<file path="src/rtl/fai_pkg.sv">
`timescale 1ns/1ps
package fai_pkg;
  localparam int CFG_W   = 16;
  localparam int N_EXT   = 3;
  localparam int TQ_SEL_W = 3;
  localparam int N_TQ    = 1 << TQ_SEL_W;
  localparam int USED_W  = 11;

  typedef enum logic [2:0] {
    ACC_LEVEL    = 3'd0,
    ACC_RISE     = 3'd1,
    ACC_ANY      = 3'd2,
    ACC_LAT      = 3'd3,
    ACC_LAT_RISE = 3'd4,
    ACC_LAT_ANY  = 3'd5,
    ACC_RSV6     = 3'd6,
    ACC_RSV7     = 3'd7
  } acc_mode_e;

  typedef enum logic [1:0] {
    SW_TO_INPUT = 2'd0,
    SW_TO_AQUAL = 2'd1,
    SW_TO_TQUAL = 2'd2,
    SW_RSV      = 2'd3
  } sw_route_e;

  typedef enum logic [TQ_SEL_W-1:0] {
    TQ_NONE  = 3'd0,
    TQ_DUTY  = 3'd1,
    TQ_BLANK = 3'd2,
    TQ_TRIG  = 3'd3,
    TQ_EXT0  = 3'd4,
    TQ_EXT1  = 3'd5,
    TQ_EXT2  = 3'd6,
    TQ_ZERO  = 3'd7
  } tq_sel_e;

  // packed msb-first so the struct maps directly onto ctrl bits [10:0]
  typedef struct packed {
    logic      sw_lvl;
    sw_route_e sw_route;
    logic      tq_inv;
    tq_sel_e   tq_sel;
    logic      rst_dom;
    acc_mode_e mode;
  } cfg_t;
endpackage

</file>
<file path="src/rtl/fai_cfg.sv">
`timescale 1ns/1ps
module fai_cfg
  import fai_pkg::*;
(
  input  logic             clk_i,
  input  logic             rst_ni,
  input  logic [CFG_W-1:0] ctrl_i,
  output cfg_t             cfg_o,
  output logic             rsvd_o,
  output logic             latched_o
);
  cfg_t cfg_q;
  logic unused_hi;

  assign unused_hi = ^ctrl_i[CFG_W-1:USED_W];

  always_ff @(posedge clk_i or negedge rst_ni) begin
    if (!rst_ni) cfg_q <= '0;
    else         cfg_q <= cfg_t'(ctrl_i[USED_W-1:0]);
  end

  always_comb begin
    rsvd_o = 1'b0;
    if (cfg_q.mode == ACC_RSV6 || cfg_q.mode == ACC_RSV7) rsvd_o = 1'b1;
    if (cfg_q.sw_route == SW_RSV) rsvd_o = 1'b1;
  end

  always_comb begin
    unique case (cfg_q.mode)
      ACC_LAT, ACC_LAT_RISE, ACC_LAT_ANY: latched_o = 1'b1;
      default:                            latched_o = 1'b0;
    endcase
  end

  assign cfg_o = cfg_q;
endmodule

</file>
<file path="src/rtl/fai_qual.sv">
`timescale 1ns/1ps
module fai_qual
  import fai_pkg::*;
(
  input  logic             clk_i,
  input  logic             rst_ni,
  input  cfg_t             cfg_i,
  input  logic             duty_act_i,
  input  logic             blank_act_i,
  input  logic             gen_trig_i,
  input  logic [N_EXT-1:0] ext_src_i,
  output logic             tq_o
);
  logic [N_TQ-1:0] src;
  logic            sel;
  logic            sw_inj;

  assign src[TQ_NONE]  = 1'b1;
  assign src[TQ_DUTY]  = duty_act_i;
  assign src[TQ_BLANK] = blank_act_i;
  assign src[TQ_TRIG]  = gen_trig_i;
  assign src[TQ_ZERO]  = 1'b0;

  for (genvar g = 0; g < N_EXT; g++) begin : g_ext
    assign src[int'(TQ_EXT0) + g] = ext_src_i[g];
  end

  assign sel    = src[cfg_i.tq_sel];
  assign sw_inj = (cfg_i.sw_route == SW_TO_TQUAL) & cfg_i.sw_lvl;
  assign tq_o   = (sel ^ cfg_i.tq_inv) | sw_inj;

  p_tq_none_r9: assert property (@(posedge clk_i) disable iff (!rst_ni)
    (cfg_i.tq_sel == TQ_NONE && !cfg_i.tq_inv) |-> tq_o);
  p_tq_zero_r9: assert property (@(posedge clk_i) disable iff (!rst_ni)
    (cfg_i.tq_sel == TQ_ZERO && !cfg_i.tq_inv && cfg_i.sw_route != SW_TO_TQUAL) |-> !tq_o);
  p_tq_sw_r11: assert property (@(posedge clk_i) disable iff (!rst_ni)
    (cfg_i.sw_route == SW_TO_TQUAL && cfg_i.sw_lvl) |-> tq_o);
endmodule

</file>
<file path="src/rtl/fai_accept.sv">
`timescale 1ns/1ps
module fai_accept
  import fai_pkg::*;
(
  input  logic clk_i,
  input  logic rst_ni,
  input  cfg_t cfg_i,
  input  logic rsvd_i,
  input  logic latched_i,
  input  logic fault_i,
  input  logic acc_qual_i,
  input  logic term_evt_i,
  input  logic tq_i,
  output logic active_o
);
  logic in_c, aq_c, prev_q, latch_q, latch_d;
  logic rise, any_e, det, set_evt, clr_evt;

  assign in_c = fault_i    | ((cfg_i.sw_route == SW_TO_INPUT) & cfg_i.sw_lvl);
  assign aq_c = acc_qual_i | ((cfg_i.sw_route == SW_TO_AQUAL) & cfg_i.sw_lvl);

  always_ff @(posedge clk_i or negedge rst_ni) begin
    if (!rst_ni) prev_q <= 1'b0;
    else         prev_q <= in_c;
  end

  assign rise  = in_c & ~prev_q;
  assign any_e = in_c ^ prev_q;

  always_comb begin
    unique case (cfg_i.mode)
      ACC_RISE, ACC_LAT_RISE: det = rise;
      ACC_ANY,  ACC_LAT_ANY:  det = any_e;
      default:                det = in_c;
    endcase
  end

  assign set_evt = det & aq_c;
  assign clr_evt = term_evt_i & tq_i;

  always_comb begin
    latch_d = latch_q;
    if (rsvd_i || !latched_i)      latch_d = 1'b0;
    else if (set_evt && clr_evt)   latch_d = ~cfg_i.rst_dom;
    else if (set_evt)              latch_d = 1'b1;
    else if (clr_evt)              latch_d = 1'b0;
  end

  always_ff @(posedge clk_i or negedge rst_ni) begin
    if (!rst_ni) latch_q <= 1'b0;
    else         latch_q <= latch_d;
  end

  always_comb begin
    if (rsvd_i)         active_o = 1'b0;
    else if (latched_i) active_o = latch_q;
    else                active_o = set_evt;
  end

  p_rsvd_off_r12: assert property (@(posedge clk_i) disable iff (!rst_ni)
    rsvd_i |-> !active_o);
  p_rdom_r8: assert property (@(posedge clk_i) disable iff (!rst_ni)
    (latched_i && !rsvd_i && set_evt && clr_evt && cfg_i.rst_dom) |=> !latch_q);
  p_sdom_r8: assert property (@(posedge clk_i) disable iff (!rst_ni)
    (latched_i && !rsvd_i && set_evt && clr_evt && !cfg_i.rst_dom) |=> latch_q);
  p_clear_r7: assert property (@(posedge clk_i) disable iff (!rst_ni)
    (latched_i && !rsvd_i && latch_q && !clr_evt) |=> latch_q);
  p_nonlat_clr_r13: assert property (@(posedge clk_i) disable iff (!rst_ni)
    !latched_i |=> !latch_q);
endmodule

</file>
<file path="src/rtl/fai_top.sv">
`timescale 1ns/1ps
module fai_top
  import fai_pkg::*;
(
  input  logic             clk_i,
  input  logic             rst_ni,
  input  logic [CFG_W-1:0] ctrl_i,
  input  logic             fault_i,
  input  logic             acc_qual_i,
  input  logic             term_evt_i,
  input  logic             duty_act_i,
  input  logic             blank_act_i,
  input  logic             gen_trig_i,
  input  logic [N_EXT-1:0] ext_src_i,
  output logic             active_o
);
  cfg_t cfg;
  logic rsvd, latched, tq;

  fai_cfg u_cfg (
    .clk_i     (clk_i),
    .rst_ni    (rst_ni),
    .ctrl_i    (ctrl_i),
    .cfg_o     (cfg),
    .rsvd_o    (rsvd),
    .latched_o (latched)
  );

  fai_qual u_qual (
    .clk_i       (clk_i),
    .rst_ni      (rst_ni),
    .cfg_i       (cfg),
    .duty_act_i  (duty_act_i),
    .blank_act_i (blank_act_i),
    .gen_trig_i  (gen_trig_i),
    .ext_src_i   (ext_src_i),
    .tq_o        (tq)
  );

  fai_accept u_acc (
    .clk_i      (clk_i),
    .rst_ni     (rst_ni),
    .cfg_i      (cfg),
    .rsvd_i     (rsvd),
    .latched_i  (latched),
    .fault_i    (fault_i),
    .acc_qual_i (acc_qual_i),
    .term_evt_i (term_evt_i),
    .tq_i       (tq),
    .active_o   (active_o)
  );
endmodule

</file>
<file path="config.mk">
export PLATFORM = sky130hd
export DESIGN_NAME = fai_top
export DESIGN_NICKNAME = d
export VERILOG_FILES = /design/src/rtl/fai_pkg.sv /design/src/rtl/fai_cfg.sv /design/src/rtl/fai_qual.sv /design/src/rtl/fai_accept.sv /design/src/rtl/fai_top.sv
export SDC_FILE = /design/constraint.sdc
export NUM_CORES = 1
export LEC_CHECK = 0
export ABC_AREA = 1
export BUFFER_PORTS_ARGS = -buffer_cell sky130_fd_sc_hd__buf_2
export CORE_MARGIN = 1
export CORE_UTILIZATION = 44
export DETAILED_ROUTE_END_ITERATION = 7
export GPL_TIMING_DRIVEN = 0
export PLACE_DENSITY = 0.75
export SLEW_MARGIN = 5
export SYNTH_ARGS = -nofsm -noshare
export SYNTH_HDL_FRONTEND = slang
export SYNTH_SLANG_ARGS = --single-unit
</file>
<file path="constraint.sdc">
create_clock -name clk_i -period 2.28 [get_ports clk_i]
set_input_delay 0.456 -clock clk_i [delete_from_list [all_inputs] [get_ports clk_i]]
set_output_delay 0.456 -clock clk_i [all_outputs]
set_load 0.005 [all_outputs]
</file>
## Yosys cells after proc, flatten, opt, wreduce, memory -nomap -nowiden

Index checks and enable logic that the tools add are counted.

| operators by class | value |
|---|---|
| order comparisons | 1 |
| equal/unequal tests | 10 |
| muxes and demuxes | 12 |
| bitwise gates (word level) | 13 |
| reductions and logical operators | 9 |

Operators with widths:

| cell | count |
|---|---|
| equality test 3 bit, second input constant | 4 |
| 2-to-1 mux 1 bit | 10 |
| AND 1 bit | 6 |
| equality test 3 x 2 -> 1 bit, second input constant | 2 |
| equality test 2 bit, second input constant | 2 |
| < comparator 3 x 4 -> 1 bit, second input constant | 1 |
| nonzero test 4 bit | 1 |
| OR reduction 2 bit | 2 |
| binary-select mux 1 bit (select 3 bit) | 1 |
| equality test 3 x 1 -> 1 bit, second input constant | 1 |
| OR 1 bit | 3 |
| OR reduction 3 bit | 1 |
| equality test 2 x 1 -> 1 bit, second input constant | 1 |
| zero test 2 bit | 1 |
| logical OR 1 bit | 2 |
| NOT 1 bit | 2 |
| case mux 1 bit (2 select lines) | 1 |
| XOR 1 bit | 2 |
| logical AND 1 bit | 1 |
| zero test 1 bit | 1 |

| storage, ports and cells | value |
|---|---|
| register bits after elaboration | 13 |
| output and inout bits | 1 |
| word-level logic and storage cells | 53 |

## Depth between registers and ports, before layout

Gate-level depths: netlist of run 1.

| depth | value |
|---|---|
| depth after elaboration | 9 |
| depth in mapped cells | 12 |
| gate-level depth less buffers | 12 |

## By module

From an unflattened synthesis of run 1, not the netlist that was laid out.

| second synthesis, totals | value |
|---|---|
| cell total of the unflattened synthesis | 79 |
| area, all modules | 643.1 µm² |

By module, submodules not included:

| module | instances | cells each | area an instance (µm²) |
|---|---|---|---|
| fai_cfg | 1 | 19 | 305.3 |
| fai_accept | 1 | 34 | 219.0 |
| fai_qual | 1 | 26 | 118.9 |

## Worst setup path before layout of run 1

Ideal clock, no wire load.

| path | value |
|---|---|
| path type | input -> output |
| start | in fault_i |
| end | out active_o |
| data arrival time | 1,402 ps |
| data required time | 1,824 ps |
| path slack | 422 ps |
| stages | 7 |
| buffers on the path | 0 |
| cell sequence | a31oi_2 inv_1 ha_1 nand3b_1 nand3_2 nand3_2 o21ai_0 |

| on the way | value |
|---|---|
| cells in the longest elaborated chain, start to end | 6 |

Ends and longest elaborated chain:

| item | RTL line | source |
|---|---|---|
| start, declared | fai_top.sv:8 | `input logic fault_i,` |
| OR 1 bit * | fai_accept.sv:19 | `assign in_c = fault_i \| ((cfg_i.sw_route == SW_TO_INPUT) & cfg_i.sw_lvl);` |
| via u_acc.in_c | fai_accept.sv:16 | `logic in_c, aq_c, prev_q, latch_q, latch_d;` |
| XOR 1 bit / AND 1 bit (equally long branches) | fai_accept.sv:28, fai_accept.sv:27 |  |
| case mux 1 bit (2 select lines) * | fai_accept.sv:31 | `unique case (cfg_i.mode)` |
| AND 1 bit * | fai_accept.sv:38 | `assign set_evt = det & aq_c;` |
| 2-to-1 mux 1 bit * | fai_accept.sv:56 | `else if (latched_i) active_o = latch_q;` |
| 2-to-1 mux 1 bit * | fai_accept.sv:55 | `if (rsvd_i) active_o = 1'b0;` |
| end, declared | fai_top.sv:15 | `output logic active_o` |

Mark *: on every way through the listed nets, which the timed path passes. The rest lies on a longest branch.

## Worst setup path after layout of run 1

| path | value |
|---|---|
| start | reg u_cfg.cfg_q (netlist bit u_cfg.cfg_o[9]) |
| end | out active_o |

| on the way | value |
|---|---|
| cells in the longest elaborated chain, start to end | 8 |

Ends and longest elaborated chain:

| item | RTL line | source |
|---|---|---|
| start, declared | fai_cfg.sv:12 | `cfg_t cfg_q;` |
| start signal, assigned | fai_cfg.sv:19 | `else cfg_q <= cfg_t'(ctrl_i[USED_W-1:0]);` |
| zero test 2 bit * | fai_accept.sv:19 |  |
| AND 1 bit * | fai_accept.sv:19 |  |
| OR 1 bit * | fai_accept.sv:19 |  |
| via u_acc.in_c | fai_accept.sv:16 |  |
| XOR 1 bit / AND 1 bit (equally long branches) | fai_accept.sv:28, fai_accept.sv:27 |  |
| case mux 1 bit (2 select lines) * | fai_accept.sv:31 |  |
| AND 1 bit * | fai_accept.sv:38 |  |
| 2-to-1 mux 1 bit * | fai_accept.sv:56 |  |
| 2-to-1 mux 1 bit * | fai_accept.sv:55 |  |

Marks and branches as above.

==> results of run 1 <==
stage by stage:
stage	power, mW	instance area (sq um)	cells
after floorplan	0.2995	648.1	78
after global placement	0.3280	777.0	115
after detailed placement	0.3317	777.0	115
after CTS	0.4748	827.0	121
after global routing	0.5094	869.6	125
final	0.4780	869.6	125
cell families (layout without fill, tap and decap cells):
logic type / after synthesis / in the layout
simple gates: 40 / 40
fa+ha+maj: 1 / 1
compound gates: 6 / 6
flops: 13 / 13
buf+inv: 18 / 50
power breakdown:
group          switching (mW)  total, mW  internal [mW]
clock network          0.0685      0.136         0.0678
registers             0.00819      0.251          0.243
logic                  0.0457     0.0907         0.0450
cell type report:
class                      instances  area share, %
multi-input combinational         47          31.80
inverter                          18          7.770
sequential                        13          37.41
timing repair buffer              28          17.84
tap                               15          2.158
clock buffer                       4          3.022
state kept, by name (all words and copies together), names as in the netlist:
register,flops
u_cfg.cfg_o,11
u_acc.prev_q,1
u_acc.latch_q,1
synthesized netlist by cell type:
cell type  count  area [sq um]
nand2_1       23         86.33
inv_1         14         52.55
dfrtp_1       13         325.3
nand3_1        7         35.03
inv_2          4         15.01
nand3_2        3         30.03
nand2_2        2         12.51
o21ai_0        2         10.01
a21oi_1        1         5.000
a31o_2         1         8.760
a31oi_2        1         12.51
ha_1           1         12.51
nand3b_1       1         7.510
nand4_1        1         6.260
nor2_1         1         3.750
nor2_2         1         6.260
nor2b_4        1         13.76
o21ai_1        1         5.000
worst register-to-register path, cell delays in order, from the launching register on:
cell and delay, ps:
dfrtp_1 390, inv_2 70, a31oi_4 180, inv_2 70
ha_4 200, nand3b_1 160, nand3_2 70, nand3_2 80
buf_4 140, nor2_1 90, nand2_1 60, nand2_1 50
metal layers:
metal	track usage, %	vias up
met1	19.00	243
met5	0	-
li1	-	303
met2	27.38	11
met4	15.00	0
met3	3.333	4
path summary, 6_finish.rpt:
| path | end | slack (ps) | start | cells past startpoint |
|---|---|---|---|---|
| worst max-delay path | active_o | 80 | u_cfg.cfg_o[9]$_DFF_PN0_ | 9 |
| max in group asynchronous | u_cfg.cfg_o[9]$_DFF_PN0_ | 2020 | rst_ni | 1 |
| min in group clk_i | u_cfg.cfg_o[7]$_DFF_PN0_ | 290 | ctrl_i[7] | 1 |
| worst min-delay path | u_cfg.cfg_o[1]$_DFF_PN0_ | 50 | rst_ni | 1 |
| worst min register to register | u_acc.latch_q$_DFFE_PN0P_ | 530 | u_cfg.cfg_o[3]$_DFF_PN0_ | 3 |
| worst max register to register | u_acc.latch_q$_DFFE_PN0P_ | 660 | u_cfg.cfg_o[9]$_DFF_PN0_ | 11 |
placed cells by master, fill, tap and decap left out, types with 2 or more instances in the layout:
master / n
nand3_1: 7
clkbuf_4: 3
dfrtp_1: 13
o21ai_1: 2
nand3_2: 3
nand2_2: 2
nand2_1: 23
inv_2: 6
buf_4: 6
buf_2: 22
inv_1: 12
repair_timing:
item | 4_1_cts | 5_1_grt
pin swaps | 1 | 3
resized for setup | 1 | 4
setup buffers | 2 | 4
endpoints found under the setup margin | 1 | 1
==> out/qor.yml, run 1 <==
status:
  status: "finished, final reports clean"
place:
  place_ws_ps: 133.2
  hpwlAfterDp_um: 892.1
  place_congestion: 0.6795
  io_buffers: 22
layout:
  utilization_pct: 65.20
  seqCellArea_sq_um: 325.3
  drive_above_1_share_pct: 42.73
  area_growth_pct: 34.17
  nets: 139
  fillCellCount: 115
  multi_input_area_sq_um: 276.5
  num_antenna_cells: 0
drt:
  wl_met2_um: 595
  wl_met3_um: 39
  wire_per_inst_um: 9.544
  wirelength_mm: 1.193
  drt-pass1-iter-count: 4
  viasPerCell: 4.488
  ant_nets: 0
  post-route-drc-count: 0
  drt-met1-wl_um: 535
  num_vias: 561
  detail_route.iter0.violations: 4
  highest_layer: "met4"
critical_path:
  crit_path_end_kind: "output pin"
  required_ps: 1820
  critPathLaunchType: "flip-flop"
  critPathSlowestCell: "dfrtp_1"
  critPathTopFamily: "flip-flops"
  cp_cell_sequence: "inv_2 > a31oi_4 > inv_2 > ha_4 > nand3b_1 > nand3_2 > nand3_2 > o21ai_1 > buf_2"
  path_buf_inv: 3
  path_max_fanout: 3
  arrival_ps: 1740
  max_stage_delay_ps: 390
  path_class: "reg2out"
floorplanning:
  row_count: 13
  io_pins: 28
  coreArea_sq_um: 1334
  start_util_pct: 48.59
  die_w_um: 40.38
  die_area_sq_um: 1631
  fp.dieH_um: 40.38
cts:
  cts-root-buf: "clkbuf_4"
  cts_tree: "built"
  htreeDepth: 1
  insertion_delay_ps: 270
  clkTransAtPathRegs_ps: 70
  cts_buffers: 3
  clk_path_buf_depth: 2
  hold_buffers: 0
  clock-sinks: 13
yosys:
  synth_adder_area_share_pct: 1.931
  synth_area_per_cell_sq_um: 8.309
  syn_nets: 106
  synth_seq_cells: 13
  synth_area_sq_um: 648.1
  yosys_warnings: 0
  synth_top_family_by_area: "simple AND/OR/NAND/NOR gates"
  yosysSeqAreaShare_pct: 50.19
  synthXorXnorAreaFrac_pct: 0
  synth_mux_area_share_pct: 0
  synth_cell_types: 18
  synthSimpleGateAreaFrac_pct: 31.08
  syn_inst: 78
  synth-compound-area-share_pct: 6.371
sta:
  tns_ps: 0
  period_share_pct: 96.33
  setup_slack_ps: 83.77
  slew_violations: 0
  period_needed_ps: 2196
  worst_clock_skew_ps: 1.755
  whs_ps: 49.71
  tightestPinTransition_ps: 272.6
  setup_viol: 0
  fmax_mhz: 455.3
  hold_violations: 0
  relSlewSlack_pct: 81.83
global_routing:
  grt_usage_pct: 17.08
  antenna_found_initial: 0
  grt_pass1_vias: 477
  grt_max_degree: 14
  grt_overflow: 0
  grt_pass1_wl_mm: 1.718
worst_hold_path:
  hold_path.class: "in2async"
power:
  p_per_area_nw_per_um2: 549.7
  leakage_nw: 0.4998
  ir_drop_mv: 0.3501
job:
  cap_violations: 0
Power figures use the tool's default switching activity.
==> inputs of run 2 (changes only) <==
--- a/config.mk
+++ b/config.mk
@@ -10,7 +10,6 @@
 export CORE_MARGIN = 1
 export CORE_UTILIZATION = 44
 export DETAILED_ROUTE_END_ITERATION = 7
-export GPL_TIMING_DRIVEN = 0
 export PLACE_DENSITY = 0.75
 export SLEW_MARGIN = 5
 export SYNTH_ARGS = -nofsm -noshare
==> constraint.sdc (replaced) <==
create_clock -name clk_i -period 2.28 [get_ports clk_i]
set_input_delay 0.114 -clock clk_i [delete_from_list [all_inputs] [get_ports clk_i]]
set_output_delay 0.114 -clock clk_i [all_outputs]
set_load 0.005 [all_outputs]
==> run 2 against run 1 <==
Net effect: sequential share of layout area decreased by 2.2 points; hold slack improved by 45 ps; largest power group unchanged; combinational power increased by 1%; flip-flop and latch count unchanged; register-to-register slack about the same; critical endpoint unchanged; routed wire length increased by 2.4%; sequential power about the same; power decreased by 0.63%; clock power decreased by 3%; critical path type unchanged; global-route usage increased by 2.1 points.
==> out/qor.yml, run 2 (synthesis results as in run 1) <==
drt:
  wirelength_mm: 1.222  # was 1.193 mm
  detail_route.iter0.violations: 2  # was 4
  viasPerCell: 4.427  # was 4.488
  wire_per_inst_um: 9.328  # was 9.544 um
  post-route-drc-count: 0  # unchanged
  ant_nets: 0  # unchanged
  drt-pass1-iter-count: 2  # was 4
  num_vias: 580  # was 561
global_routing:
  grt_pass1_wl_mm: 1.966  # was 1.718 mm
  antenna_found_initial: 0  # unchanged
  grt_usage_pct: 19.18  # was 17.08%
  grt_overflow: 0  # unchanged
  grt_max_degree: 14  # unchanged
  grt_pass1_vias: 547  # was 477
cts:
  insertion_delay_ps: 270  # about the same
  postCtsSetupRepairBufs: 0  # was 2
  clkTransAtPathRegs_ps: 70  # about the same
  cts-root-buf: "clkbuf_4"  # unchanged
  clk_path_buf_depth: 2  # unchanged
  cts_buffers: 3  # unchanged
  clock-sinks: 13  # unchanged
  cts_tree: "built"  # unchanged
  htreeDepth: 1  # unchanged
worst_hold_path:
  holdPathStages: 3
  min_to: "u_acc.prev_q$_DFF_PN0_"
  hold_path.class: "in2reg"  # was in2async
  holdCritStartpoint: "fault_i"
sta:
  relSlewSlack_pct: 81.90  # was 81.83%
  period_share_pct: 85.49  # was 96.33%
  setup_viol: 0  # unchanged
  setup_slack_ps: 330.8  # was 83.77 ps
  tightestPinTransition_ps: 271.5  # was 272.6 ps
  worst_clock_skew_ps: 5.075  # was 1.755 ps
  hold_violations: 0  # unchanged
  whs_ps: 94.32  # was 49.71 ps
  tns_ps: 0  # unchanged
  period_needed_ps: 1949  # was 2196 ps
  fmax_mhz: 513.0  # was 455.3 MHz
  rsz0062_at_grt: "false"
  slew_violations: 0  # unchanged
layout:
  drive_above_1_share_pct: 32.76  # was 42.73%
  layout_common_cells: "nand2_1, buf_2, inv_1, dfrtp_1, dlygate4sd3_1"  # was nand2_1, buf_2, dfrtp_1, inv_1, nand3_1
  final_common_cell: "nand2_1"  # unchanged
  nets: 145  # was 139
  area_growth_pct: 42.47  # was 34.17%
  num_antenna_cells: 0  # unchanged
  largest_reg_flops: 11  # unchanged
  postLayoutCellArea_sq_um: 923.4  # was 869.6 sq um
power:
  swShare_pct: 24.42  # was 25.60%
  leakage_nw: 0.5226  # was 0.4998 nW
  comb_power_share_pct: 19.3  # was 19.0%
  ir_drop_mv: 0.3416  # was 0.3501 mV
  internal-power_uw: 359.0  # was 355.6 uW
  p_per_area_nw_per_um2: 514.4  # was 549.7 nW/um^2
  p_clk_share_pct: 27.9  # was 28.5%
  total_power_uw: 475.0  # was 478.0 uW
  power.switching_uw: 116.0  # was 122.4 uW
  power_frac_seq_pct: 52.8  # was 52.5%
floorplanning:
  row_count: 13  # unchanged
  start_util_pct: 48.59  # unchanged
  coreArea_sq_um: 1334  # unchanged
  die_area_sq_um: 1631  # unchanged
  die_w_um: 40.38  # unchanged
  io_pins: 28  # unchanged
  fp.dieH_um: 40.38  # unchanged
critical_path:
  path_buf_inv: 3  # unchanged
  critPathLaunchType: "flip-flop"  # unchanged
  cp_cell_sequence: "inv_2 > a31oi_2 > inv_1 > ha_1 > nand3b_1 > nand3_2 > nand3_2 > o21ai_0 > buf_2"  # was inv_2 > a31oi_4 > inv_2 > ha_4 > nand3b_1 > nand3_2 > nand3_2 > o21ai_1 > buf_2
  r2r_cells: 10  # was 11
  critPathTopFamily: "flip-flops"  # unchanged
  rrSetupSlack_ps: 650  # was 660 ps
  arrival_ps: 1840  # was 1740 ps
  path_class: "reg2out"  # unchanged
  path_max_fanout: 3  # unchanged
  max_stage_delay_ps: 380  # was 390 ps
  reg2reg_to: "u_acc.latch_q$_DFFE_PN0P_"  # unchanged
  critPathSlowestCell: "dfrtp_1"  # unchanged
  crit_path_end_kind: "output pin"  # unchanged
  required_ps: 2170  # was 1820 ps
  crit_path_frequent_cell: "nand3_2"
  r2r-start: "u_cfg.cfg_o[8]$_DFF_PN0_"  # was u_cfg.cfg_o[9]$_DFF_PN0_
place:
  io_buffers: 22  # unchanged
  place_ws_ps: 604.8  # was 133.2 ps
  placed_cell_area_sq_um: 777.0  # unchanged
  hpwlAfterDp_um: 892.1  # unchanged
  place_congestion: 0.6794  # was 0.6795
status:
  status: "finished, final reports clean"  # unchanged
job:
  cap_violations: 0  # unchanged
==> run 2: cell types whose count changed in the layout (fill, tap and decap cells not counted) <==
cell	previous run	this run
a31oi_4	1	0
dlygate4sd3_1	0	12
inv_1	12	14
a31oi_2	0	1
ha_4	1	0
inv_2	6	4
buf_4	6	0
o21ai_0	1	2
ha_1	0	1
o21ai_1	2	1
==> run 2: cell type report <==
type	instances	area, sq um
flip-flops and latches	13	325.3
repair buffers	34	230.2
clock buffers	4	26.28
inverters	18	67.56
fillers	113	410.4
multi-input cells	47	255.2
well taps	15	18.77
==> run 2: metrics by stage <==
stage,util [%],cells
3_3_place_gp,58.26,115
2_1_floorplan,-,78
3_5_place_dp,58.26,115
4_1_cts,69.23,131
6_report,69.23,131
5_1_grt,69.23,131
==> run 2: worst max path at each step <==
stage | start | endpoint | slack (ps) | cells past startpoint
3_3_place_gp | u_cfg.cfg_o[10]$_DFF_PN0_ | active_o | 600 | 8
3_5_place_dp | u_cfg.cfg_o[10]$_DFF_PN0_ | active_o | 600 | 8
5_1_grt | u_cfg.cfg_o[10]$_DFF_PN0_ | active_o | 170 | 8
4_1_cts | u_cfg.cfg_o[10]$_DFF_PN0_ | active_o | 290 | 8
2_1_floorplan | u_cfg.cfg_o[10]$_DFF_PN0_ | u_acc.latch_q$_DFFE_PN0P_ | 770 | 9
6_report | u_cfg.cfg_o[8]$_DFF_PN0_ | active_o | 330 | 9
==> run 2: power by group through the flow <==
| stage | Combinational, mW | Sequential [mW] | Clock [mW] |
|---|---|---|---|
| floorplan | 0.0457 | 0.254 | 0 |
| global placement | 0.0731 | 0.255 | 0 |
| detailed placement | 0.0764 | 0.255 | 0 |
| CTS | 0.0922 | 0.251 | 0.143 |
| global route | 0.103 | 0.253 | 0.152 |
| finish | 0.0919 | 0.251 | 0.132 |
==> run 2: worst min-delay path: stages <==
cell	delay [ps]
buf_2	90
a31oi_2	40
inv_1	80
==> run 2: repair_timing <==
action                     4_1_cts  5_1_grt
hold buffers                    12        0
hold endpoints to repair        24        0
resized for setup                0        0
setup endpoints to repair        0        0
==> run 2: metal layers <==
layer,track usage (%),up-vias,share of wire [%]
met5,0,-,0
met3,3.333,2,2.5
li1,-,318,-
met4,12.50,0,1.1
met1,20.43,251,43
met2,34.13,9,53
